===== src/rtl/pp_ext_pkg.sv =====
package pp_ext_pkg;

  typedef enum logic [2:0] {
    MODE_STD   = 3'b000,
    MODE_BIDIR = 3'b001,
    MODE_FIFO  = 3'b010,
    MODE_ECP   = 3'b011,
    MODE_EPP   = 3'b100,
    MODE_VND   = 3'b101,
    MODE_TEST  = 3'b110,
    MODE_CFG   = 3'b111
  } pp_mode_e;

  // Modes whose FIFO data port takes bytes from the host.
  function automatic logic mode_takes_bytes(input logic [2:0] m);
    return (m == MODE_FIFO) || (m == MODE_ECP) || (m == MODE_TEST);
  endfunction

  // Modes in which the modelled peripheral consumes bytes.
  function automatic logic mode_drains(input logic [2:0] m);
    return (m == MODE_FIFO) || (m == MODE_ECP);
  endfunction

  // Modes 2..7 belong to the FIFO-gated class.
  function automatic logic mode_is_upper(input logic [2:0] m);
    return m[2] | m[1];
  endfunction

endpackage


===== src/rtl/pp_byte_fifo.sv =====
module pp_byte_fifo #(
  parameter int DEPTH = 16,
  parameter int W     = 8,
  localparam int AW   = (DEPTH > 1) ? $clog2(DEPTH) : 1,
  localparam int CW   = $clog2(DEPTH + 1)
) (
  input  logic          clk,
  input  logic          rst_n,
  input  logic          flush,
  input  logic          push,
  input  logic [W-1:0]  din,
  input  logic          pop,
  output logic [W-1:0]  dout,
  output logic          empty,
  output logic          full,
  output logic [CW-1:0] count
);

  localparam logic [CW-1:0] FULL_CNT = CW'(DEPTH);
  localparam logic [AW-1:0] LAST_PTR = AW'(DEPTH - 1);

  logic [W-1:0]  mem [DEPTH];
  logic [AW-1:0] wr_ptr, rd_ptr;
  logic          do_push, do_pop;

  assign empty   = (count == '0);
  assign full    = (count == FULL_CNT);
  assign do_push = push && !full;
  assign do_pop  = pop && !empty;
  assign dout    = mem[rd_ptr];

  function automatic logic [AW-1:0] bump(input logic [AW-1:0] p);
    return (p == LAST_PTR) ? '0 : p + 1'b1;
  endfunction

  always_ff @(posedge clk) begin
    if (do_push) mem[wr_ptr] <= din;
  end

  always_ff @(posedge clk) begin
    if (!rst_n || flush) begin
      wr_ptr <= '0;
      rd_ptr <= '0;
      count  <= '0;
    end else begin
      if (do_push) wr_ptr <= bump(wr_ptr);
      if (do_pop)  rd_ptr <= bump(rd_ptr);
      count <= count + CW'(do_push) - CW'(do_pop);
    end
  end

endmodule


===== src/rtl/pp_ecr_ctl.sv =====
module pp_ecr_ctl
  import pp_ext_pkg::*;
(
  input  logic       clk,
  input  logic       rst_n,
  input  logic       wr,
  input  logic [7:0] wdata,
  output logic [2:0] mode,
  output logic [2:0] aux,
  output logic       flush,
  output logic       err
);

  logic [2:0] req_mode;
  logic       legal;

  assign req_mode = wdata[7:5];
  // Hopping straight between two upper modes is forbidden.
  assign legal = !(mode_is_upper(mode) && mode_is_upper(req_mode) && (req_mode != mode));
  assign flush = wr && legal && !mode_is_upper(req_mode);

  always_ff @(posedge clk) begin
    if (!rst_n) begin
      mode <= MODE_BIDIR;
      aux  <= 3'b001;
      err  <= 1'b0;
    end else if (wr) begin
      if (legal) begin
        mode <= req_mode;
        aux  <= wdata[4:2];
      end else begin
        err  <= 1'b1;
      end
    end
  end

endmodule


===== src/rtl/pp_drain_pacer.sv =====
module pp_drain_pacer #(
  parameter int DIV   = 8,
  localparam int PW   = (DIV > 1) ? $clog2(DIV) : 1
) (
  input  logic clk,
  input  logic rst_n,
  input  logic run,
  output logic tick
);

  localparam logic [PW-1:0] LAST = PW'(DIV - 1);

  logic [PW-1:0] cnt;

  assign tick = run && (cnt == LAST);

  always_ff @(posedge clk) begin
    if (!rst_n || !run || tick) cnt <= '0;
    else                        cnt <= cnt + 1'b1;
  end

endmodule


===== src/rtl/pp_ext_ctrl.sv =====
module pp_ext_ctrl
  import pp_ext_pkg::*;
#(
  parameter int FIFO_DEPTH = 16,
  parameter int DRAIN_DIV  = 8,
  parameter int ADDR_W     = 11,
  parameter logic [ADDR_W-1:0] OFS_FIFO = ADDR_W'('h400),
  parameter logic [ADDR_W-1:0] OFS_ECR  = ADDR_W'('h402)
) (
  input  logic              clk,
  input  logic              rst_n,
  input  logic [ADDR_W-1:0] bus_addr,
  input  logic              bus_wr,
  input  logic              bus_rd,
  input  logic [7:0]        bus_wdata,
  output logic [7:0]        bus_rdata,
  output logic              tx_valid,
  input  logic              tx_ready,
  output logic [7:0]        tx_data,
  output logic [2:0]        port_mode,
  output logic              mode_err
);

  localparam int CW = $clog2(FIFO_DEPTH + 1);
  localparam logic [7:0] CFGA_ID = 8'h10;

  logic          ecr_wr, fifo_wr, flush, tick;
  logic          f_empty, f_full, f_pop;
  logic [CW-1:0] f_count;
  logic [7:0]    f_dout;
  logic [2:0]    mode, aux;
  logic          hold_v;
  logic [7:0]    hold_d;

  assign ecr_wr  = bus_wr && (bus_addr == OFS_ECR);
  assign fifo_wr = bus_wr && (bus_addr == OFS_FIFO) && mode_takes_bytes(mode);

  pp_ecr_ctl u_ecr (
    .clk   (clk),
    .rst_n (rst_n),
    .wr    (ecr_wr),
    .wdata (bus_wdata),
    .mode  (mode),
    .aux   (aux),
    .flush (flush),
    .err   (mode_err)
  );

  pp_drain_pacer #(.DIV(DRAIN_DIV)) u_pace (
    .clk   (clk),
    .rst_n (rst_n),
    .run   (mode_drains(mode)),
    .tick  (tick)
  );

  assign f_pop = tick && !f_empty && !hold_v && !flush;

  pp_byte_fifo #(.DEPTH(FIFO_DEPTH), .W(8)) u_fifo (
    .clk   (clk),
    .rst_n (rst_n),
    .flush (flush),
    .push  (fifo_wr),
    .din   (bus_wdata),
    .pop   (f_pop),
    .dout  (f_dout),
    .empty (f_empty),
    .full  (f_full),
    .count (f_count)
  );

  // One-byte holding stage toward the peripheral.
  always_ff @(posedge clk) begin
    if (!rst_n) begin
      hold_v <= 1'b0;
      hold_d <= '0;
    end else if (f_pop) begin
      hold_v <= 1'b1;
      hold_d <= f_dout;
    end else if (hold_v && tx_ready) begin
      hold_v <= 1'b0;
    end
  end

  assign tx_valid  = hold_v;
  assign tx_data   = hold_d;
  assign port_mode = mode;

  always_comb begin
    bus_rdata = 8'h00;
    if (bus_rd) begin
      if (bus_addr == OFS_ECR)
        bus_rdata = {mode, aux, f_full, f_empty};
      else if (bus_addr == OFS_FIFO && mode == MODE_CFG)
        bus_rdata = CFGA_ID | {5'b0, !hold_v, 2'b00};
    end
  end

endmodule


===== config.mk =====
export PLATFORM = sky130hd
export DESIGN_NAME = pp_ext_ctrl
export DESIGN_NICKNAME = d
export VERILOG_FILES = /design/src/rtl/pp_ext_pkg.sv /design/src/rtl/pp_byte_fifo.sv /design/src/rtl/pp_ecr_ctl.sv /design/src/rtl/pp_drain_pacer.sv /design/src/rtl/pp_ext_ctrl.sv
export SDC_FILE = /design/constraint.sdc
export NUM_CORES = 1
export LEC_CHECK = 0
export BUFFER_PORTS_ARGS = -buffer_cell sky130_fd_sc_hd__buf_2
export CAP_MARGIN = 20
export CORE_ASPECT_RATIO = 1.1
export CORE_MARGIN = 2
export CORE_UTILIZATION = 40
export CTS_BUF_LIST = sky130_fd_sc_hd__clkbuf_4 sky130_fd_sc_hd__clkbuf_8 sky130_fd_sc_hd__clkbuf_16
export DETAILED_ROUTE_END_ITERATION = 6
export GPL_TIMING_DRIVEN = 1
export PLACE_DENSITY = 0.58
export SLEW_MARGIN = 20
export SYNTH_ARGS = -nofsm -noshare
export SYNTH_HDL_FRONTEND = slang
export SYNTH_SLANG_ARGS = --single-unit

===== constraint.sdc =====
create_clock -name clk -period 8.53 [get_ports clk]
set_input_delay 0.4265 -clock clk [delete_from_list [all_inputs] [get_ports clk]]
set_output_delay 0.4265 -clock clk [all_outputs]
set_load 0.05 [all_outputs]

==> run summary, run 1 <==
Outcome = finished, final reports clean
Filler instances = 1,360
Crit-path slowest cell = a2111oi_4
Post-route DRC violation count = 0
RSZ-0062 raised after global routing = no
Register area = 0.00449 sq mm
Final setup vio count = 0
PwrDens = 216 mW/mm^2
Synth top area cells = edfxtp_1 (58%), mux4_2 (11%), dfxtp_1 (9.7%)
Critical path class = reg2reg
Pleak = 2.58 nW
Total CTS buffers = 17
Yosys reg bits = 160
Initial Util = 40.5%
RD Place Congestion = 0.826
Placed cell count = 645
Clock Root Buffer = clkbuf_16
Worst path buffer plus inverter count = 4
IO buf count = 44
Die Ht = 138 microns
CP Data Required Time = 8.79 ns
Fraction of layout cells with a size suffix above 1 = 26.2%
Setup_tns = 0 ns
Final hold violation count = 0
CP Capture Type = register
CTS H-tree lvls = 4
Synth-to-layout area growth = 16.0%
Post-Syn Area = 0.00658 sq mm
Worst slew margin = 29.8%
Initial antenna violation count = 0
Max-slew violations = 0
Largest net degree at the start of global routing = 36
Die area = 0.0175 sq mm
Max incr delay on CP = 0.54 ns
Clock Path Buffers = 2
Overflow after GRT = 0
Min Tclk post-route = 3.21 ns
First-pass GRT wire length = 21,700 microns
Post-route insts no fill = 677
Antenna-violating nets left = 0
Post-Syn Nets = 449
Synth cell types = 45
Warnings, synthesis = 0
Pre-CTS setup slack = 5.30 ns
Final Skew = 0.00688 ns
CP Launch Type = register
Vias per cell = 5.38
WL/cell = 20.6 microns
Number of hold buffers added after cts = 0
Hold crit path type = in2reg
Worst-Margin Slew = 1.05 ns
Starting DRT DRC Count = 346
NumNets Final = 498
Clock Latency Late Sink = 0.42 ns
Vias in the first global route = 3,822
Row count = 49
Dominant cell type by area after synthesis = edfxtp_1
Dpl hpwl = 8960 microns
Commonest non-fill, non-tap cell in the layout = edfxtp_1
Die Span X = 126 microns
Non-Filler Cell Area, Final = 0.00763 sq mm
N_diodes = 0
Multi-input gate area = 0.00197 sq mm
Clk slew on worst S/H paths = 0.06 ns
Crit path max-delay family = adder cells
Top FF cell, synth = edfxtp_1
Clock sink count = 160
GR Util All Layers = 16.9%
Most frequent cells in the layout = edfxtp_1 (128), buf_2 (44), nor2_1 (33)
DRT Pass-1 Iters = 4
Max-cap viol count = 0
CP most frequent cell = inv_1
Setup Fix Bufs, Post-CTS = 0
Worst-path fanout max = 5
Syn avg cell area = 16.0 sq um
Worst Slack Setup Final = 5.32 ns
Seq/Total Area, Yosys = 68.2%
Yosys top cell area share = 58.4%
Share of flip-flops with an asynchronous set or reset = 0%
Core box area = 0.0162 sq mm
Vias = 3,645
I/O pin count = 45
Post-synth EDFFs = 128
Fmax = 0.311 GHz
Area of placed instances = 0.00701 sq mm
Gate Count Post-Synth = 411
Fin crit share = 37.6%
CTS tree = built
Critical Path AT = 3.47 ns
CTS resizes = 0
Total power = 1.65 mW
Critical path cell sequence = inv_1, ha_1, nor3b_1, a2111oi_4, a21boi_0, ha_1, inv_1, ha_1, inv_1, fa_1, inv_1, a21oi_1, nor2_1, or3_1, a21oi_1
Drt total wl = 14,000 microns
Peak VDD IR = 0.127 mV
power by group:
group	internal, mW	switching, mW
sequential	0.841	0.00000771
combinational	0.00575	0.0169
clock	0.488	0.294
total	1.34	0.311
path summary, 6_finish.rpt:
kind                                            startpoint                    endpoint  slack [ns]  cells after the start
worst max-delay path            u_fifo.count[3]$_SDFF_PP0_  u_fifo.count[4]$_SDFF_PP0_        5.32                     15
worst min register to register    u_pace.cnt[0]$_SDFF_PP0_    u_pace.cnt[0]$_SDFF_PP0_        0.43                      1
worst min-delay path                              tx_ready       tx_valid$_SDFFE_PN0P_        0.31                      3
worst max register to register  u_fifo.count[3]$_SDFF_PP0_  u_fifo.count[4]$_SDFF_PP0_        5.32                     15
flip-flops by register name (all words and copies together) (netlist names):
register,count
u_ecr.mode,3
u_fifo.mem,128
u_ecr.aux,3
tx_data,8
u_fifo.wr_ptr,4
u_ecr.err,1
u_pace.cnt,3
u_fifo.count,5
u_fifo.rd_ptr,4
tx_valid,1
metrics by stage:
stage | hold slack (ns) | utilization, %
floorplan | 0.398 | -
global placement | 0.409 | 43.2
detailed placement | 0.414 | 43.2
CTS | 0.306 | 46.9
global route | 0.314 | 47.0
finish | 0.312 | 47.0
metal layers:
metal,GRT usage [%],routed length (microns),up-vias
li1,-,-,1675
met1,21.7,6020,1849
met2,28.3,7140,103
met3,3.10,551,18
met4,7.17,256,0
met5,0,0,-
final cells by class:
class                   instances  share of cell area (%)
clock inverters                 9                    1.72
repair buffers                 49                    3.38
clock buffers                  23                    6.33
well taps                     204                    3.34
inverters                      14                   0.689
multi-input cells             218                    25.8
flip-flops and latches        160                    58.8
worst min-delay path: stages:
cell	delay, ns
buf_2	0.07
nor2b_1	0.03
o21a_1	0.16
cells in the mapped netlist, types with 2 or more instances:
cell      number
a21oi_1       11
a22o_1        16
a31oi_1        2
and2_1         7
and3_1         3
buf_1          2
buf_2          6
clkbuf_1       9
dfxtp_1       32
edfxtp_1     128
ha_1          13
inv_1         14
mux2i_1        8
mux4_2        32
nand2_1       29
nand2b_1       4
nand3_1        4
nor2_1        33
nor2b_1        8
nor3_1         6
nor3b_1        2
o21a_1         4
o21ai_0        4
o22ai_1        8
or3_1          2
xor2_1         5
cell families after synthesis:
kind of cell	count (synthesis)	synth area share (%)
compound gates	52	5.92
simple gates	106	8.07
mux	40	12.2
fa+ha+maj	14	2.78
buf+inv	33	2.07
xor+xnor	6	0.799
flops	160	68.2
(Power assumes the default switching activity.)
==> run 2: changes to the inputs <==
==> constraint.sdc (replaced) <==
create_clock -name clk -period 3.23 [get_ports clk]
set_input_delay 0.1615 -clock clk [delete_from_list [all_inputs] [get_ports clk]]
set_output_delay 0.1615 -clock clk [all_outputs]
set_load 0.05 [all_outputs]
==> run 2 against run 1 <==
Against the previous run:
- clock power increased to 2.6 times the previous value
- critical path type unchanged
- cell count up 4.4%
- global-route usage shrank 0.43 points
- core utilization rose by 1.3 points
- combinational power rose to 2.7 times the previous value
- via count rose by 1.8%
- die area is the same
- critical path depth grew 1
- fmax is 6.8% higher
- sequential power rose to 2.6 times the previous value
- non-clock buffer count increased by 30
- critical endpoint unchanged
==> run summary, run 2 (same netlist as run 1, synthesis figures left out) <==
Outcome = finished, final reports clean
Die area = 0.0175 sq mm
PwrDens = 547 mW/mm^2
Commonest non-fill, non-tap cell in the layout = edfxtp_1
Total power = 4.29 mW
Critical Path AT = 3.32 ns
GR Util All Layers = 16.5%
Max reg flops = 128
Total CTS buffers = 17
Net Sw Power = 830 uW
Hold wc startpoint = tx_ready
IO buf count = 44
Critical path cell sequence = inv_1, ha_1, nor3b_1, buf_4, a2111oi_4, a21boi_0, ha_1, inv_1, ha_1, inv_1, fa_1, inv_1, a21oi_1, nor2_1, or3_1, a21oi_1
Vias per cell = 5.25
I/O pin count = 45
WHS = 0.0439 ns
Overflow after GRT = 0
Max-cap viol count = 0
RSZ-0062 raised after global routing = no
Die Span X = 126 microns
Peak VDD IR = 0.357 mV
Number of hold buffers added after cts = 0
Power share of the combinational group = 1.4%
Sw frac = 19.4%
Clock power frac = 46.8%
Clock Root Buffer = clkbuf_16
DRT Pass-1 Iters = 4
Setup Fix Bufs, Post-CTS = 0
CP Launch Type = register
Largest reg by FF count = u_fifo.mem
Core box area = 0.0162 sq mm
Hold crit path type = in2reg
Synth-to-layout area growth = 19.3%
CP Data Required Time = 3.54 ns
Initial Util = 40.5%
Pre-CTS setup slack = 0.231 ns
Final Skew = 0.00882 ns
Final hold violation count = 0
Crit-path slowest cell = fa_1
Die Ht = 138 microns
Internal = 3.46 mW
R2r endpoint = u_fifo.count[4]$_SDFF_PP0_
Sequential share of power = 51.8%
Row count = 49
Worst-Margin Slew = 0.782 ns
Most frequent cells in the layout = edfxtp_1 (128), buf_2 (44), buf_4 (34)
Area of placed instances = 0.00724 sq mm
Setup_tns = 0 ns
Dpl hpwl = 9220 microns
CP Depth = 16
Vias in the first global route = 3,855
Worst path buffer plus inverter count = 5
Final setup vio count = 0
Worst Slack Setup Final = 0.224 ns
Starting DRT DRC Count = 298
CTS H-tree lvls = 4
Drt total wl = 13,800 microns
Largest net degree at the start of global routing = 36
RD Place Congestion = 0.816
Post-route DRC violation count = 0
NumNets Final = 528
Worst slew margin = 47.9%
Min Tclk post-route = 3.01 ns
Fraction of layout cells with a size suffix above 1 = 29.8%
Clk slew on worst S/H paths = 0.06 ns
Critical path class = reg2reg
Clock sink count = 160
Fin crit share = 93.1%
CTS tree = built
Crit path max-delay family = adder cells
CP most frequent cell = inv_1
First-pass GRT wire length = 21,300 microns
Antenna-violating nets left = 0
Initial antenna violation count = 0
Non-Filler Cell Area, Final = 0.00784 sq mm
Fmax = 0.333 GHz
Clock Latency Late Sink = 0.42 ns
CP Capture Type = register
Reg2Reg Depth = 16
WL/cell = 19.5 microns
R2r setup slk = 0.22 ns
Worst-path fanout max = 4
Hold Path Depth = 3
Vias = 3,711
Hold EP = tx_valid$_SDFFE_PN0P_
Reg2reg start = u_fifo.count[2]$_SDFF_PP0_
Pleak = 2.73 nW
Clock Path Buffers = 2
Max-slew violations = 0
CTS resizes = 0
Max incr delay on CP = 0.39 ns
N_diodes = 0
run 2: cell type report:
class / count / area, sq um
Fill cell: 1360 / 8400
Sequential cell: 160 / 4490
Multi-Input combinational cell: 218 / 1960
Timing Repair Buffer: 79 / 495
Clock buffer: 18 / 433
Tap cell: 204 / 255
Clock inverter: 14 / 166
Inverter: 14 / 52.6
run 2: worst reg2reg max path, stage by stage, from the launching register on:
cell,delay (ns)
dfxtp_1,0.34
inv_1,0.07
ha_1,0.18
nor3b_1,0.13
buf_4,0.16
a2111oi_4,0.37
a21boi_0,0.31
ha_1,0.28
inv_1,0.05
ha_1,0.14
inv_1,0.05
fa_1,0.39
inv_1,0.07
a21oi_1,0.05
nor2_1,0.11
or3_1,0.12
a21oi_1,0.06
run 2: worst max-delay path by stage:
stage | start | to | slack, ns
finish | u_fifo.count[2]$_SDFF_PP0_ | u_fifo.count[4]$_SDFF_PP0_ | 0.22
global route | u_fifo.count[3]$_SDFF_PP0_ | u_fifo.count[4]$_SDFF_PP0_ | 0.02
CTS | u_fifo.count[2]$_SDFF_PP0_ | u_fifo.count[4]$_SDFF_PP0_ | 0.22
detailed placement | u_fifo.count[2]$_SDFF_PP0_ | u_fifo.count[4]$_SDFF_PP0_ | 0.23
global placement | u_fifo.count[3]$_SDFF_PP0_ | u_fifo.count[4]$_SDFF_PP0_ | 0.31
floorplan | u_ecr.mode[1]$_SDFFE_PN0N_ | u_fifo.count[4]$_SDFF_PP0_ | 0.09
run 2: through the flow:
| stage | util [%] | instances |
|---|---|---|
| finish | 48.3 | 707 |
| global route | 48.3 | 707 |
| global placement | 44.6 | 675 |
| detailed placement | 44.6 | 675 |
| CTS | 48.3 | 707 |
| floorplan | - | 411 |
run 2: layer usage:
layer  GRT usage, %  share of wire, %
met2           26.7                50
met5              0                 0
met3           3.44               4.6
met1           22.0                44
met4           6.19               1.4
run 2: power groups by stage:
stage	Clock [mW]	Combinational (mW)	Sequential [mW]
floorplan	0	0.0143	2.27
global placement	0	0.0590	2.26
detailed placement	0	0.0616	2.27
CTS	2.05	0.0617	2.22
global route	2.13	0.0679	2.22
finish	2.01	0.0603	2.22
==> run 3: changes to the inputs <==
--- a/config.mk
+++ b/config.mk
@@ -14,6 +14,7 @@
 export DETAILED_ROUTE_END_ITERATION = 6
 export GPL_TIMING_DRIVEN = 1
 export PLACE_DENSITY = 0.58
+export RECOVER_POWER = 25
 export SLEW_MARGIN = 20
 export SYNTH_ARGS = -nofsm -noshare
 export SYNTH_HDL_FRONTEND = slang
==> run 3 against run 2 <==
Against the previous run:
- worst hold slack is essentially flat
- clock power barely moved
- first-iteration DRC count increased by 0.67%
- critical path depth is the same
- global-route usage is the same
- setup slack better by 0.0055 ns
- fmax up 0.18%
- register-to-register slack hardly changed
- clock skew decreased by 0.00068 ns
- routed wire length hardly changed
- combinational power down 1%
- die area stayed put
==> run summary, run 3 (same netlist as run 1, synthesis figures left out) <==
Hold EP = tx_valid$_SDFFE_PN0P_
Max-cap viol count = 0
Overflow after GRT = 0
CTS tree = built
Hold crit path type = in2reg
Clock Root Buffer = clkbuf_16
Area of placed instances = 0.00724 sq mm
Die Ht = 138 microns
Largest net degree at the start of global routing = 36
R2r endpoint = u_fifo.count[4]$_SDFF_PP0_
Reg2Reg Depth = 16
Non-Filler Cell Area, Final = 0.00784 sq mm
Peak VDD IR = 0.358 mV
Final hold violation count = 0
Starting DRT DRC Count = 300
Outcome = finished, final reports clean
Vias in the first global route = 3,855
IO buf count = 44
CP Data Required Time = 3.54 ns
Fin crit share = 92.9%
Final setup vio count = 0
RD Place Congestion = 0.816
Crit path max-delay family = adder cells
Core box area = 0.0162 sq mm
Die Span X = 126 microns
Pleak = 2.71 nW
Crit-path slowest cell = fa_1
N_diodes = 0
Reg2reg start = u_fifo.count[2]$_SDFF_PP0_
GR Util All Layers = 16.5%
Setup Fix Bufs, Post-CTS = 0
PwrDens = 547 mW/mm^2
NumNets Final = 528
Vias = 3,721
Placed cell count = 675
Post-route DRC violation count = 0
I/O pin count = 45
Max incr delay on CP = 0.39 ns
Worst-Margin Slew = 0.769 ns
Antenna-violating nets left = 0
Clock Latency Late Sink = 0.42 ns
Commonest non-fill, non-tap cell in the layout = edfxtp_1
Initial Util = 40.5%
Row count = 49
Dpl hpwl = 9220 microns
Critical path cell sequence = inv_1, ha_1, nor3b_1, buf_4, a2111oi_4, a21boi_0, ha_1, inv_1, ha_1, inv_1, fa_1, inv_1, a21oi_1, nor2_1, or3_1, a21oi_1
Synth-to-layout area growth = 19.2%
Post-route insts no fill = 707
CTS resizes = 0
R2r setup slk = 0.23 ns
Number of hold buffers added after cts = 0
CP most frequent cell = inv_1
Largest reg by FF count = u_fifo.mem
Max-slew violations = 0
RSZ-0062 raised after global routing = no
Critical path class = reg2reg
Hold wc startpoint = tx_ready
Filler instances = 1,362
Die area = 0.0175 sq mm
CP Capture Type = register
Min Tclk post-route = 3.00 ns
Worst slew margin = 48.7%
Hold Path Depth = 3
Fraction of layout cells with a size suffix above 1 = 28.8%
Vias per cell = 5.26
CTS H-tree lvls = 4
WL/cell = 19.4 microns
Drt total wl = 13,800 microns
Worst path buffer plus inverter count = 5
Max reg flops = 128
Setup_tns = 0 ns
Fmax = 0.333 GHz
Final Core Density = 48.2%
First-pass GRT wire length = 21,300 microns
Clk slew on worst S/H paths = 0.06 ns
Most frequent cells in the layout = edfxtp_1 (128), buf_2 (39), buf_4 (34)
CP Launch Type = register
Clock sink count = 160
Worst-path fanout max = 4
DRT Pass-1 Iters = 4
Total CTS buffers = 17
Clock Path Buffers = 2
Initial antenna violation count = 0
Final Skew = 0.00814 ns
Critical Path AT = 3.31 ns
run 3: worst max path at each step:
| stage | startpoint | to | slack [ns] | cells past startpoint |
|---|---|---|---|---|
| after CTS | u_fifo.count[2]$_SDFF_PP0_ | u_fifo.count[4]$_SDFF_PP0_ | 0.22 | 16 |
| after global routing | u_fifo.count[3]$_SDFF_PP0_ | u_fifo.count[4]$_SDFF_PP0_ | 0.02 | 16 |
| after floorplan | u_ecr.mode[1]$_SDFFE_PN0N_ | u_fifo.count[4]$_SDFF_PP0_ | 0.09 | 14 |
| after detailed placement | u_fifo.count[2]$_SDFF_PP0_ | u_fifo.count[4]$_SDFF_PP0_ | 0.23 | 16 |
| after global placement | u_fifo.count[3]$_SDFF_PP0_ | u_fifo.count[4]$_SDFF_PP0_ | 0.31 | 16 |
| final | u_fifo.count[2]$_SDFF_PP0_ | u_fifo.count[4]$_SDFF_PP0_ | 0.23 | 16 |
run 3: worst register-to-register path: stages (launching register included):
cell,delay (ns)
dfxtp_1,0.34
inv_1,0.07
ha_1,0.18
nor3b_1,0.13
buf_4,0.16
a2111oi_4,0.37
a21boi_0,0.30
ha_1,0.28
inv_1,0.05
ha_1,0.14
inv_1,0.05
fa_1,0.39
inv_1,0.07
a21oi_1,0.05
nor2_1,0.11
or3_1,0.12
a21oi_1,0.06
run 3: cell type report:
type / instances / area, sq um / share of cell area (%)
Sequential cell: 160 / 4490 / 57.2
Multi-Input combinational cell: 218 / 1960 / 25.0
Timing Repair Buffer: 79 / 489 / 6.24
Clock buffer: 18 / 433 / 5.52
Tap cell: 204 / 255 / 3.26
Clock inverter: 14 / 166 / 2.12
Inverter: 14 / 52.6 / 0.670
run 3: report_power, final:
part           internal, mW  leakage [nW]  total, mW  switching (mW)
sequential             2.22          1.41       2.22       0.0000136
combinational        0.0166          1.01     0.0594          0.0427
clock                  1.22         0.289       2.01           0.787
total                  3.46          2.71       4.29           0.830
run 3: layer usage:
layer	part of all wire (%)	track usage, %	vias to the layer above
li1	-	-	1735
met1	43	22.0	1865
met2	50	26.7	108
met3	5.3	3.44	13
met4	1.4	6.19	0
met5	0	0	-
run 3: per-stage QoR:
stage / hold slack (ns) / setup slack [ns] / power, mW
after floorplan: 0.260 / 0.0867 / 2.28
after global placement: 0.407 / 0.310 / 2.32
after detailed placement: 0.435 / 0.231 / 2.33
after CTS: 0.0287 / 0.217 / 4.33
after global routing: 0.0616 / 0.0166 / 4.42
final: 0.0442 / 0.229 / 4.29
